$ cat config.mk
export PLATFORM = sky130hd
export DESIGN_NAME = rmem_engine
export DESIGN_NICKNAME = d
export VERILOG_FILES = /design/src/rtl/rmem_pkg.sv /design/src/rtl/rmem_cpu_side.sv /design/src/rtl/rmem_serve.sv /design/src/rtl/rmem_tx_arb.sv /design/src/rtl/rmem_engine.sv
export SDC_FILE = /design/constraint.sdc
export NUM_CORES = 1
export LEC_CHECK = 0
export BUFFER_PORTS_ARGS = -buffer_cell sky130_fd_sc_hd__buf_2
export CORE_MARGIN = 1.5
export CORE_UTILIZATION = 53
export DETAILED_ROUTE_END_ITERATION = 6
export PLACE_DENSITY = 0.86
export SYNTH_ARGS = -nofsm -noshare
export SYNTH_HDL_FRONTEND = slang
export SYNTH_SLANG_ARGS = --single-unit
$ cat constraint.sdc
create_clock -name clk -period 7.4 [get_ports clk]
set_clock_uncertainty 0.05 [all_clocks]
set_input_delay 1.85 -clock clk [delete_from_list [all_inputs] [get_ports clk]]
set_output_delay 1.85 -clock clk [all_outputs]
set_load 0.01 [all_outputs]
$ cat src/rtl/rmem_pkg.sv
package rmem_pkg;
    typedef enum logic [1:0] {
        PK_RDREQ = 2'd0,
        PK_WRREQ = 2'd1,
        PK_RDRSP = 2'd2,
        PK_WRACK = 2'd3
    } pkt_kind_e;

    typedef enum logic [1:0] {
        C_IDLE  = 2'd0,
        C_LOCAL = 2'd1,
        C_SEND  = 2'd2,
        C_WAIT  = 2'd3
    } cpu_state_e;

    typedef enum logic {
        S_IDLE = 1'b0,
        S_CAPT = 1'b1
    } srv_state_e;
endpackage

$ cat src/rtl/rmem_cpu_side.sv
module rmem_cpu_side
    import rmem_pkg::*;
#(
    parameter int NODE_W = 4,
    parameter int OFF_W  = 12,
    parameter int DATA_W = 32,
    parameter logic [NODE_W-1:0] NODE_ID = 2,
    localparam int ADDR_W = NODE_W + OFF_W,
    localparam int PKT_W  = 2 + 2*NODE_W + OFF_W + DATA_W
) (
    input  logic              clk,
    input  logic              rst_n,
    input  logic              cpu_req_valid,
    output logic              cpu_req_ready,
    input  logic              cpu_req_write,
    input  logic [ADDR_W-1:0] cpu_req_addr,
    input  logic [DATA_W-1:0] cpu_req_wdata,
    output logic              cpu_rsp_valid,
    output logic [DATA_W-1:0] cpu_rsp_rdata,
    input  logic              mem_busy,
    output logic              loc_mem_valid,
    output logic              loc_mem_write,
    output logic [OFF_W-1:0]  loc_mem_addr,
    output logic [DATA_W-1:0] loc_mem_wdata,
    input  logic [DATA_W-1:0] mem_rdata,
    output logic              req_pkt_valid,
    output logic [PKT_W-1:0]  req_pkt,
    input  logic              req_taken,
    input  logic              rsp_in_valid,
    input  pkt_kind_e         rsp_in_kind,
    input  logic [NODE_W-1:0] rsp_in_src,
    input  logic [NODE_W-1:0] rsp_in_dst,
    input  logic [OFF_W-1:0]  rsp_in_off,
    input  logic [DATA_W-1:0] rsp_in_data,
    output logic              err_flag
);
    cpu_state_e st, st_n;

    logic              pend_write;
    logic [NODE_W-1:0] pend_dst;
    logic [OFF_W-1:0]  pend_off;
    logic [DATA_W-1:0] pend_data;
    logic              rsp_v;
    logic [DATA_W-1:0] rsp_d;
    logic              err_q;

    logic [NODE_W-1:0] req_node;
    logic [OFF_W-1:0]  req_off;
    logic              is_local;
    logic              fire;
    logic              rsp_match;
    pkt_kind_e         want_kind;

    assign req_node  = cpu_req_addr[ADDR_W-1 -: NODE_W];
    assign req_off   = cpu_req_addr[OFF_W-1:0];
    assign is_local  = (req_node == NODE_ID);
    assign fire      = cpu_req_valid && cpu_req_ready;
    assign want_kind = pend_write ? PK_WRACK : PK_RDRSP;
    assign rsp_match = (st == C_WAIT) && rsp_in_valid &&
                       (rsp_in_kind == want_kind) &&
                       (rsp_in_src == pend_dst) &&
                       (rsp_in_dst == NODE_ID) &&
                       (rsp_in_off == pend_off);

    // next state
    always_comb begin
        st_n = st;
        unique case (st)
            C_IDLE:  if (fire) st_n = is_local ? C_LOCAL : C_SEND;
            C_LOCAL: st_n = C_IDLE;
            C_SEND:  if (req_taken) st_n = C_WAIT;
            C_WAIT:  if (rsp_match) st_n = C_IDLE;
            default: st_n = C_IDLE;
        endcase
    end

    // state register
    always_ff @(posedge clk) begin
        if (!rst_n) st <= C_IDLE;
        else        st <= st_n;
    end

    // outputs
    always_comb begin
        cpu_req_ready = (st == C_IDLE) && !(is_local && mem_busy);
        loc_mem_valid = cpu_req_valid && cpu_req_ready && is_local;
        loc_mem_write = cpu_req_write;
        loc_mem_addr  = req_off;
        loc_mem_wdata = cpu_req_wdata;
        req_pkt_valid = (st == C_SEND);
        req_pkt = {pend_write ? PK_WRREQ : PK_RDREQ, NODE_ID, pend_dst, pend_off,
                   pend_write ? pend_data : {DATA_W{1'b0}}};
        cpu_rsp_valid = rsp_v;
        cpu_rsp_rdata = rsp_d;
        err_flag      = err_q;
    end

    // pending access, completion and error registers
    always_ff @(posedge clk) begin
        if (!rst_n) begin
            pend_write <= 1'b0;
            pend_dst   <= '0;
            pend_off   <= '0;
            pend_data  <= '0;
            rsp_v      <= 1'b0;
            rsp_d      <= '0;
            err_q      <= 1'b0;
        end else begin
            rsp_v <= 1'b0;
            if (fire) begin
                pend_write <= cpu_req_write;
                pend_dst   <= req_node;
                pend_off   <= req_off;
                pend_data  <= cpu_req_wdata;
            end
            if (st == C_LOCAL) begin
                rsp_v <= 1'b1;
                rsp_d <= pend_write ? '0 : mem_rdata;
            end
            if (rsp_match) begin
                rsp_v <= 1'b1;
                rsp_d <= pend_write ? '0 : rsp_in_data;
            end
            if (rsp_in_valid && !rsp_match) err_q <= 1'b1;
        end
    end
endmodule

$ cat src/rtl/rmem_serve.sv
module rmem_serve
    import rmem_pkg::*;
#(
    parameter int NODE_W = 4,
    parameter int OFF_W  = 12,
    parameter int DATA_W = 32,
    parameter logic [NODE_W-1:0] NODE_ID = 2,
    localparam int PKT_W = 2 + 2*NODE_W + OFF_W + DATA_W
) (
    input  logic              clk,
    input  logic              rst_n,
    input  logic              in_valid,
    input  pkt_kind_e         in_kind,
    input  logic [NODE_W-1:0] in_src,
    input  logic [OFF_W-1:0]  in_off,
    input  logic [DATA_W-1:0] in_data,
    output logic              can_take,
    output logic              take,
    output logic              srv_mem_write,
    output logic [OFF_W-1:0]  srv_mem_addr,
    output logic [DATA_W-1:0] srv_mem_wdata,
    input  logic [DATA_W-1:0] mem_rdata,
    output logic              hold_valid,
    output logic [PKT_W-1:0]  hold_pkt,
    input  logic              hold_taken
);
    srv_state_e st, st_n;

    logic              hold_v;
    logic [PKT_W-1:0]  hold_q;
    logic [NODE_W-1:0] cap_src;
    logic [OFF_W-1:0]  cap_off;
    logic              is_wr;

    assign is_wr = (in_kind == PK_WRREQ);

    // next state
    always_comb begin
        st_n = st;
        unique case (st)
            S_IDLE:  if (take && !is_wr) st_n = S_CAPT;
            S_CAPT:  st_n = S_IDLE;
            default: st_n = S_IDLE;
        endcase
    end

    // state register
    always_ff @(posedge clk) begin
        if (!rst_n) st <= S_IDLE;
        else        st <= st_n;
    end

    // outputs
    always_comb begin
        can_take      = (st == S_IDLE) && !hold_v;
        take          = in_valid && can_take;
        srv_mem_write = is_wr;
        srv_mem_addr  = in_off;
        srv_mem_wdata = in_data;
        hold_valid    = hold_v;
        hold_pkt      = hold_q;
    end

    // holding buffer
    always_ff @(posedge clk) begin
        if (!rst_n) begin
            hold_v  <= 1'b0;
            hold_q  <= '0;
            cap_src <= '0;
            cap_off <= '0;
        end else begin
            if (hold_taken) hold_v <= 1'b0;
            if (take) begin
                cap_src <= in_src;
                cap_off <= in_off;
                if (is_wr) begin
                    hold_v <= 1'b1;
                    hold_q <= {PK_WRACK, NODE_ID, in_src, in_off, {DATA_W{1'b0}}};
                end
            end
            if (st == S_CAPT) begin
                hold_v <= 1'b1;
                hold_q <= {PK_RDRSP, NODE_ID, cap_src, cap_off, mem_rdata};
            end
        end
    end
endmodule

$ cat src/rtl/rmem_tx_arb.sv
module rmem_tx_arb #(
    parameter int PKT_W = 54
) (
    input  logic             rsp_valid,
    input  logic [PKT_W-1:0] rsp_pkt,
    input  logic             req_valid,
    input  logic [PKT_W-1:0] req_pkt,
    input  logic             tx_ready,
    output logic             tx_valid,
    output logic [PKT_W-1:0] tx_pkt,
    output logic             rsp_taken,
    output logic             req_taken
);
    always_comb begin
        tx_valid  = rsp_valid || req_valid;
        tx_pkt    = rsp_valid ? rsp_pkt : req_pkt;
        rsp_taken = rsp_valid && tx_ready;
        req_taken = !rsp_valid && req_valid && tx_ready;
    end
endmodule

$ cat src/rtl/rmem_engine.sv
module rmem_engine
    import rmem_pkg::*;
#(
    parameter int NODE_W = 4,
    parameter int OFF_W  = 12,
    parameter int DATA_W = 32,
    parameter logic [NODE_W-1:0] NODE_ID = 2,
    localparam int ADDR_W = NODE_W + OFF_W,
    localparam int PKT_W  = 2 + 2*NODE_W + OFF_W + DATA_W
) (
    input  logic              clk,
    input  logic              rst_n,
    input  logic              cpu_req_valid,
    output logic              cpu_req_ready,
    input  logic              cpu_req_write,
    input  logic [ADDR_W-1:0] cpu_req_addr,
    input  logic [DATA_W-1:0] cpu_req_wdata,
    output logic              cpu_rsp_valid,
    output logic [DATA_W-1:0] cpu_rsp_rdata,
    output logic              mem_req_valid,
    output logic              mem_req_write,
    output logic [OFF_W-1:0]  mem_req_addr,
    output logic [DATA_W-1:0] mem_req_wdata,
    input  logic [DATA_W-1:0] mem_rsp_rdata,
    output logic              net_tx_valid,
    input  logic              net_tx_ready,
    output logic [PKT_W-1:0]  net_tx_pkt,
    input  logic              net_rx_valid,
    output logic              net_rx_ready,
    input  logic [PKT_W-1:0]  net_rx_pkt,
    output logic              err_flag
);
    pkt_kind_e         rx_kind;
    logic [NODE_W-1:0] rx_src, rx_dst;
    logic [OFF_W-1:0]  rx_off;
    logic [DATA_W-1:0] rx_data;
    logic              rx_is_rsp;

    assign rx_kind   = pkt_kind_e'(net_rx_pkt[PKT_W-1 -: 2]);
    assign rx_src    = net_rx_pkt[PKT_W-3 -: NODE_W];
    assign rx_dst    = net_rx_pkt[PKT_W-3-NODE_W -: NODE_W];
    assign rx_off    = net_rx_pkt[DATA_W+OFF_W-1 -: OFF_W];
    assign rx_data   = net_rx_pkt[DATA_W-1:0];
    assign rx_is_rsp = (rx_kind == PK_RDRSP) || (rx_kind == PK_WRACK);

    logic              srv_can_take, srv_take, srv_wr;
    logic [OFF_W-1:0]  srv_addr;
    logic [DATA_W-1:0] srv_wdata;
    logic              hold_v, hold_taken;
    logic [PKT_W-1:0]  hold_pkt;

    logic              loc_v, loc_wr;
    logic [OFF_W-1:0]  loc_addr;
    logic [DATA_W-1:0] loc_wdata;
    logic              req_v, req_taken;
    logic [PKT_W-1:0]  req_pkt;

    assign net_rx_ready = rx_is_rsp || srv_can_take;

    rmem_serve #(
        .NODE_W(NODE_W), .OFF_W(OFF_W), .DATA_W(DATA_W), .NODE_ID(NODE_ID)
    ) u_serve (
        .clk(clk), .rst_n(rst_n),
        .in_valid(net_rx_valid && !rx_is_rsp),
        .in_kind(rx_kind), .in_src(rx_src), .in_off(rx_off), .in_data(rx_data),
        .can_take(srv_can_take), .take(srv_take),
        .srv_mem_write(srv_wr), .srv_mem_addr(srv_addr), .srv_mem_wdata(srv_wdata),
        .mem_rdata(mem_rsp_rdata),
        .hold_valid(hold_v), .hold_pkt(hold_pkt), .hold_taken(hold_taken)
    );

    rmem_cpu_side #(
        .NODE_W(NODE_W), .OFF_W(OFF_W), .DATA_W(DATA_W), .NODE_ID(NODE_ID)
    ) u_cpu (
        .clk(clk), .rst_n(rst_n),
        .cpu_req_valid(cpu_req_valid), .cpu_req_ready(cpu_req_ready),
        .cpu_req_write(cpu_req_write), .cpu_req_addr(cpu_req_addr),
        .cpu_req_wdata(cpu_req_wdata),
        .cpu_rsp_valid(cpu_rsp_valid), .cpu_rsp_rdata(cpu_rsp_rdata),
        .mem_busy(srv_take),
        .loc_mem_valid(loc_v), .loc_mem_write(loc_wr),
        .loc_mem_addr(loc_addr), .loc_mem_wdata(loc_wdata),
        .mem_rdata(mem_rsp_rdata),
        .req_pkt_valid(req_v), .req_pkt(req_pkt), .req_taken(req_taken),
        .rsp_in_valid(net_rx_valid && rx_is_rsp),
        .rsp_in_kind(rx_kind), .rsp_in_src(rx_src), .rsp_in_dst(rx_dst),
        .rsp_in_off(rx_off), .rsp_in_data(rx_data),
        .err_flag(err_flag)
    );

    rmem_tx_arb #(.PKT_W(PKT_W)) u_arb (
        .rsp_valid(hold_v), .rsp_pkt(hold_pkt),
        .req_valid(req_v), .req_pkt(req_pkt),
        .tx_ready(net_tx_ready),
        .tx_valid(net_tx_valid), .tx_pkt(net_tx_pkt),
        .rsp_taken(hold_taken), .req_taken(req_taken)
    );

    // memory port: incoming service wins
    always_comb begin
        mem_req_valid = srv_take || loc_v;
        mem_req_write = srv_take ? srv_wr    : loc_wr;
        mem_req_addr  = srv_take ? srv_addr  : loc_addr;
        mem_req_wdata = srv_take ? srv_wdata : loc_wdata;
    end
endmodule

======== After elaboration in Yosys (flattened, before gate mapping) ========
Cells that the tools add are included.
word-level totals
  bits in read-only memories .............. 0
  output and inout bits ................... 137
  memory bits (writable) .................. 0
  bits in latches ......................... 0
  register bits after elaboration ......... 154
  memories kept ........................... 0
operators by class
  $mul .................................... 0
  reduce and logical (&&, ||, !) cells .... 35
  div/mod/pow operators ................... 0
  equal/unequal tests ..................... 14
  $lt $le $gt $ge ......................... 0
  $add $sub $neg .......................... 0
  shift-type cells ........................ 0
  muxes and demuxes ....................... 27
  bitwise gates (word level) .............. 2
operators with widths
  operator                                                         count
  54-bit 2-to-1 mux                                                4
  32-bit 2-to-1 mux                                                6
  1-bit logical AND                                                18
  12-bit == test                                                   1
  12-bit 2-to-1 mux                                                1
  1-bit 2-to-1 mux                                                 10
  2-bit == test, second input constant                             4
  4-bit by 2-bit == test with 1-bit output, second input constant  2
  2-bit 2-to-1 mux                                                 4
  2-bit case mux with 4 select lines                               1
  2-bit nonzero test                                               3
  1-bit logical NOT                                                5
  2-bit by 1-bit == test with 1-bit output, second input constant  2
  4-bit == test                                                    1
  1-bit logical OR                                                 4
  2-bit by 1-bit != test with 1-bit output, second input constant  2
  2-bit AND reduction                                              2
  3-bit AND reduction                                              1
  2-bit == test                                                    1
  2-bit logical NOT                                                1
  2-bit != test, second input constant                             1
  1-bit NOT                                                        2
  1-bit case mux with 2 select lines                               1
  2-bit OR reduction                                               1

======== Longest topological paths before layout ========
  depth after elaboration ................. 11
  mapped depth ............................ 8

======== Cells and area by module ========
A second synthesis with hierarchy kept.
second synthesis, totals
  cells, all modules ...................... 859
  area, all modules ....................... 8562.0 µm²
modules (own cells, without submodules)
  module         seq. area each (µm²)  cells an instance  instances  area each (µm²)
  rmem_cpu_side  1701.6                497                1          4259.1
  rmem_serve     1361.3                245                1          2747.6
  rmem_tx_arb    0.0                   63                 1          785.8
  rmem_engine    0.0                   54                 1          769.5

======== Worst setup path before layout ========
Ideal clock, no wire load.
  kind .................................... input-to-output
  start point ............................. input cpu_req_addr[15]
  end point ............................... output mem_req_valid
  arrival ................................. 3212 ps
  stages on the path ...................... 7
  buffers on the path ..................... 2
  data required time ...................... 5500 ps
  slack ................................... 2288 ps
  path through ............................ nor4b_1 a211oi_1 and2_1 clkbuf_1 buf_2 nand2_1 nand2_1
between the ends
  longest elaborated chain between the ends .. 7
RTL lines
  what                                      line                 text
  from (decl)                               rmem_engine.sv:16    input logic [ADDR_W-1:0] cpu_req_addr,
  4-bit by 2-bit == test with 1-bit output  rmem_cpu_side.sv:56  assign is_local = (req_node == NODE_ID);
  1-bit logical AND                         rmem_cpu_side.sv:85  cpu_req_ready = (st == C_IDLE) && !(is_local && mem_busy);
  1-bit logical NOT                         rmem_cpu_side.sv:85
  1-bit logical AND                         rmem_cpu_side.sv:85
  named net cpu_req_ready                   rmem_engine.sv:14    output logic cpu_req_ready,
  1-bit logical AND (2 in series)           rmem_cpu_side.sv:86  loc_mem_valid = cpu_req_valid && cpu_req_ready && is_local;
  1-bit logical OR                          rmem_engine.sv:101   mem_req_valid = srv_take || loc_v;
  to (decl)                                 rmem_engine.sv:20    output logic mem_req_valid,
The timed path passes the listed nets, and every way through them passes these cells.

======== Worst setup path in the final report ========
  start point ............................. input net_rx_pkt[53]
  end point ............................... output mem_req_addr[9]
between the ends
  longest elaborated chain between the ends .. 6
  elaborated cells on any way between the ends .. 7
RTL lines
  what                 line                text
  from (decl)          rmem_engine.sv:30   input logic [PKT_W-1:0] net_rx_pkt,
  2-bit == test        rmem_engine.sv:44   assign rx_is_rsp = (rx_kind == PK_RDRSP) || (rx_kind == PK_WRACK);
  1-bit logical OR *   rmem_engine.sv:44
  1-bit logical NOT *  rmem_engine.sv:64   .in_valid(net_rx_valid && !rx_is_rsp),
  1-bit logical AND *  rmem_engine.sv:64
  1-bit logical AND *  rmem_serve.sv:56    take = in_valid && can_take;
  12-bit 2-to-1 mux *  rmem_engine.sv:103  mem_req_addr = srv_take ? srv_addr : loc_addr;
  to (decl)            rmem_engine.sv:22   output logic [OFF_W-1:0] mem_req_addr,
Every way passes the cells marked *; elsewhere a longest branch is shown, timed or not.

==> impl_metrics.toml <==
[placement]
hpwl_um = 14500
placedCellCount = 1316
globalplace.congestion = 0.842
pre_cts_ws_ns = 1.93
portBuffers = 273

[clock_tree]
clk_pin_slew_ns = 0.06
h-tree-depth = 4
cts_resized = 0
numCtsBuffers = 17
hold_buffers = 0
post_cts_buffers = 0
cts_root_buf = "clkbuf_16"
cts_tree = "yes"
insertion_delay_ns = 0.42
clock_path_buffers = 2
clkSinkCount = 153

[floorplanning]
placeableCoreArea_um2 = 12800
num_io_pins = 277
rows = 41
dieArea_um2 = 14000
start_util_pct = 55.0
die_h_um = 118
die_w_um = 118

[finish]
finish.net_count = 1303
final_util_pct = 69.5
syn2layout_area_growth_pct = 26.5
fin_cells = 1347
drive_gt1_share_pct = 28.6
n_fill_cell = 1097

[logic_synthesis]
synthTopCellsByArea = "dfxtp_1, nand2_1, a21oi_1, a221o_1, nand3b_1"
synth_top_area_share_pct = 43.4
synth_seq_cells = 153
syn_inst = 935
synth-adder-area-share_pct = 0
seq_area_frac_synth_pct = 43.4
yosys_warnings = 0
synth_area_leader_cell = "dfxtp_1"
synth_top_family_by_area = "simple AND/OR/NAND/NOR gates"
synthArstFlopShare_pct = 0
synth-simple-area-share_pct = 28.7
synth_compound_area_share_pct = 17.7
synth.area.mux_share_pct = 2.71
avgSynthCellArea_um2 = 7.54
synthFlopType = "dfxtp_1"
synth_cell_types = 38
syn_area_um2 = 7050
synth_xor_area_share_pct = 2.11
synth_edf_count = 0

[detailed_routing]
routed_via_density = 5.53
routed_wl_um = 21900
drt_iter0_drc = 551
drcViolationCount = 0
ant_nets = 0
dr.pass1.iters = 6
vias = 7448
post_drt_wl_per_cell_um = 16.2

[timing]
worstMarginPinSlew_ns = 1.21
maxSlewHeadroom_pct = 19.5
maxSlewViolCount = 0
layout_min_cycle_time_ns = 5.49
finalSetupTns_ns = 0
rsz0062_at_grt = "false"
hold_viol_final = 0
fin_ws_ns = 1.91
final.period_utilization_pct = 74.3
setup_viol = 0
fmax_ghz = 0.182

[critical_path]
critPathLaunch = "net_rx_pkt[53]"
timing.rr.start = "u_serve.hold_valid$_SDFF_PN0_"
r2r.worst_path.cells = 6
rrSetupSlack_ns = 4.29
critical-path-slowest-cell = "or4b_2"
r2r_end = "u_serve.hold_pkt[42]$_SDFFE_PN0P_"
crit_arrival_ns = 3.59
slowest_delay_ns = 0.84
worstSetupPathType = "in2out"
cp-endpoint = "mem_req_addr[9]"
crit_fanout = 52
start_kind = "primary input"
crit_chain = "buf_2, or4b_2, buf_4, nand2_1, nand2_1, buf_2"
required_ns = 5.50
end_kind = "output pin"

[global_routing]
grt_util_all_layers_pct = 30.4
antenna_found_initial = 1
overflow = 0
grt_pass1_vias = 6769
grt_pass1_wl_um = 33900
grt_max_degree = 89

[power_and_ir_drop]
fin_total_pwr_mw = 1.98
max-vdd-ir-drop_uv = 150
p_per_area_nw_per_um2 = 222
p_leak_nw = 4.09

[status]
outcome = "completed"

[run]
cap_violations = 0

[min_path]
hp-class = "reg2reg"
-- cell families after synthesis --
group,count (synthesis)
and+or+nand+nor,463
AOI/OAI and AO/OA,204
DFF,153
buffers and inverters,80
xor gates and xnor gates,17
muxes,17
other,1
-- cell usage in the layout (no fill, tap or decap), types with 3 or more instances in the layout --
cell       instances
nand2_1          370
buf_2            273
dfxtp_1          151
a21oi_1          115
o21ai_0           34
and2_1            34
a221o_1           32
nand3b_1          32
mux2_2            17
xor2_1            17
clkbuf_16         17
a22oi_1           16
buf_4             10
clkbuf_8           6
nor4_1             5
clkbuf_1           5
nor2_1             4
inv_1              3
nand2b_1           3
clkinv_2           3
conb_1             3
-- report_power, final --
part | switching [mW] | internal (mW)
Clock | 0.321 | 0.478
Sequential | 0.0308 | 0.863
Combinational | 0.173 | 0.113
-- routing by layer --
metal / up-vias / global-route usage, % / wire length [µm]
met2: 367 / 52.7 / 10800
met5: - / 0 / 0
met1: 3452 / 35.3 / 8710
met3: 48 / 7.14 / 1700
li1: 3581 / - / -
met4: 0 / 14.4 / 607
-- through the flow --
step	hold WS, ns	instance area (µm²)
after floorplan	0.383	7060
after global placement	0.384	8380
after detailed placement	0.390	8380
after CTS	0.398	8920
after global routing	0.408	8920
final	0.393	8920
-- critical path, delay by kind of cell --
| family | cells | cell delay (ns) |
|---|---|---|
| buffers and inverters | 3 | 0.68 |
| AND/OR/NAND/NOR | 3 | 1.05 |
-- Yosys cell counts, types with 2 or more instances --
cell      number
a21oi_1      115
a221o_1       32
a22oi_1       16
and2_1        35
buf_1          5
buf_2         14
buf_4          4
buf_6          5
clkbuf_1      48
dfxtp_1      153
inv_1          3
mux2_2        17
nand2_1      371
nand2b_1       3
nand3_1        2
nand3b_1      32
nor2_1         5
nor3_1         2
nor4_1         5
o21ai_0       34
xor2_1        17
-- state kept, by name (all words and copies together), names as in the netlist --
register,cells
u_serve.hold_pkt,50
u_cpu.cpu_rsp_rdata,32
u_cpu.pend_data,32
u_cpu.pend_off,12
u_serve.cap_off,12
u_cpu.pend_dst,4
u_serve.cap_src,4
u_cpu.st,2
u_cpu.cpu_rsp_valid,1
u_cpu.err_flag,1
u_cpu.pend_write,1
u_serve.hold_valid,1
u_serve.st,1
-- worst min-delay path by stage --
| stage | from | to | slack [ns] | cells past startpoint |
|---|---|---|---|---|
| 2_1_floorplan | u_serve.hold_pkt[32]$_SDFFE_PN0P_ | u_serve.hold_pkt[32]$_SDFFE_PN0P_ | 0.38 | 2 |
| 4_1_cts | u_cpu.err_flag$_SDFFE_PN0P_ | u_cpu.err_flag$_SDFFE_PN0P_ | 0.40 | 2 |
| 3_5_place_dp | u_cpu.err_flag$_SDFFE_PN0P_ | u_cpu.err_flag$_SDFFE_PN0P_ | 0.39 | 2 |
| 5_1_grt | u_cpu.err_flag$_SDFFE_PN0P_ | u_cpu.err_flag$_SDFFE_PN0P_ | 0.41 | 2 |
| 6_report | u_cpu.err_flag$_SDFFE_PN0P_ | u_cpu.err_flag$_SDFFE_PN0P_ | 0.39 | 2 |
| 3_3_place_gp | u_cpu.err_flag$_SDFFE_PN0P_ | u_cpu.err_flag$_SDFFE_PN0P_ | 0.38 | 2 |
-- layout make-up --
| class | count | area (µm²) | area share [%] |
|---|---|---|---|
| Clock inverter | 2 | 10.0 | 0.112 |
| Clock buffer | 28 | 527 | 5.91 |
| Tap cell | 172 | 215 | 2.41 |
| Sequential cell | 153 | 3070 | 34.4 |
| Antenna cell | 1 | 2.50 | 0.0281 |
| Multi-Input combinational cell | 704 | 3640 | 40.8 |
| Timing Repair Buffer | 283 | 1440 | 16.2 |
| Inverter | 4 | 16.3 | 0.182 |
Note: power is estimated with default switching activity, not from simulation.
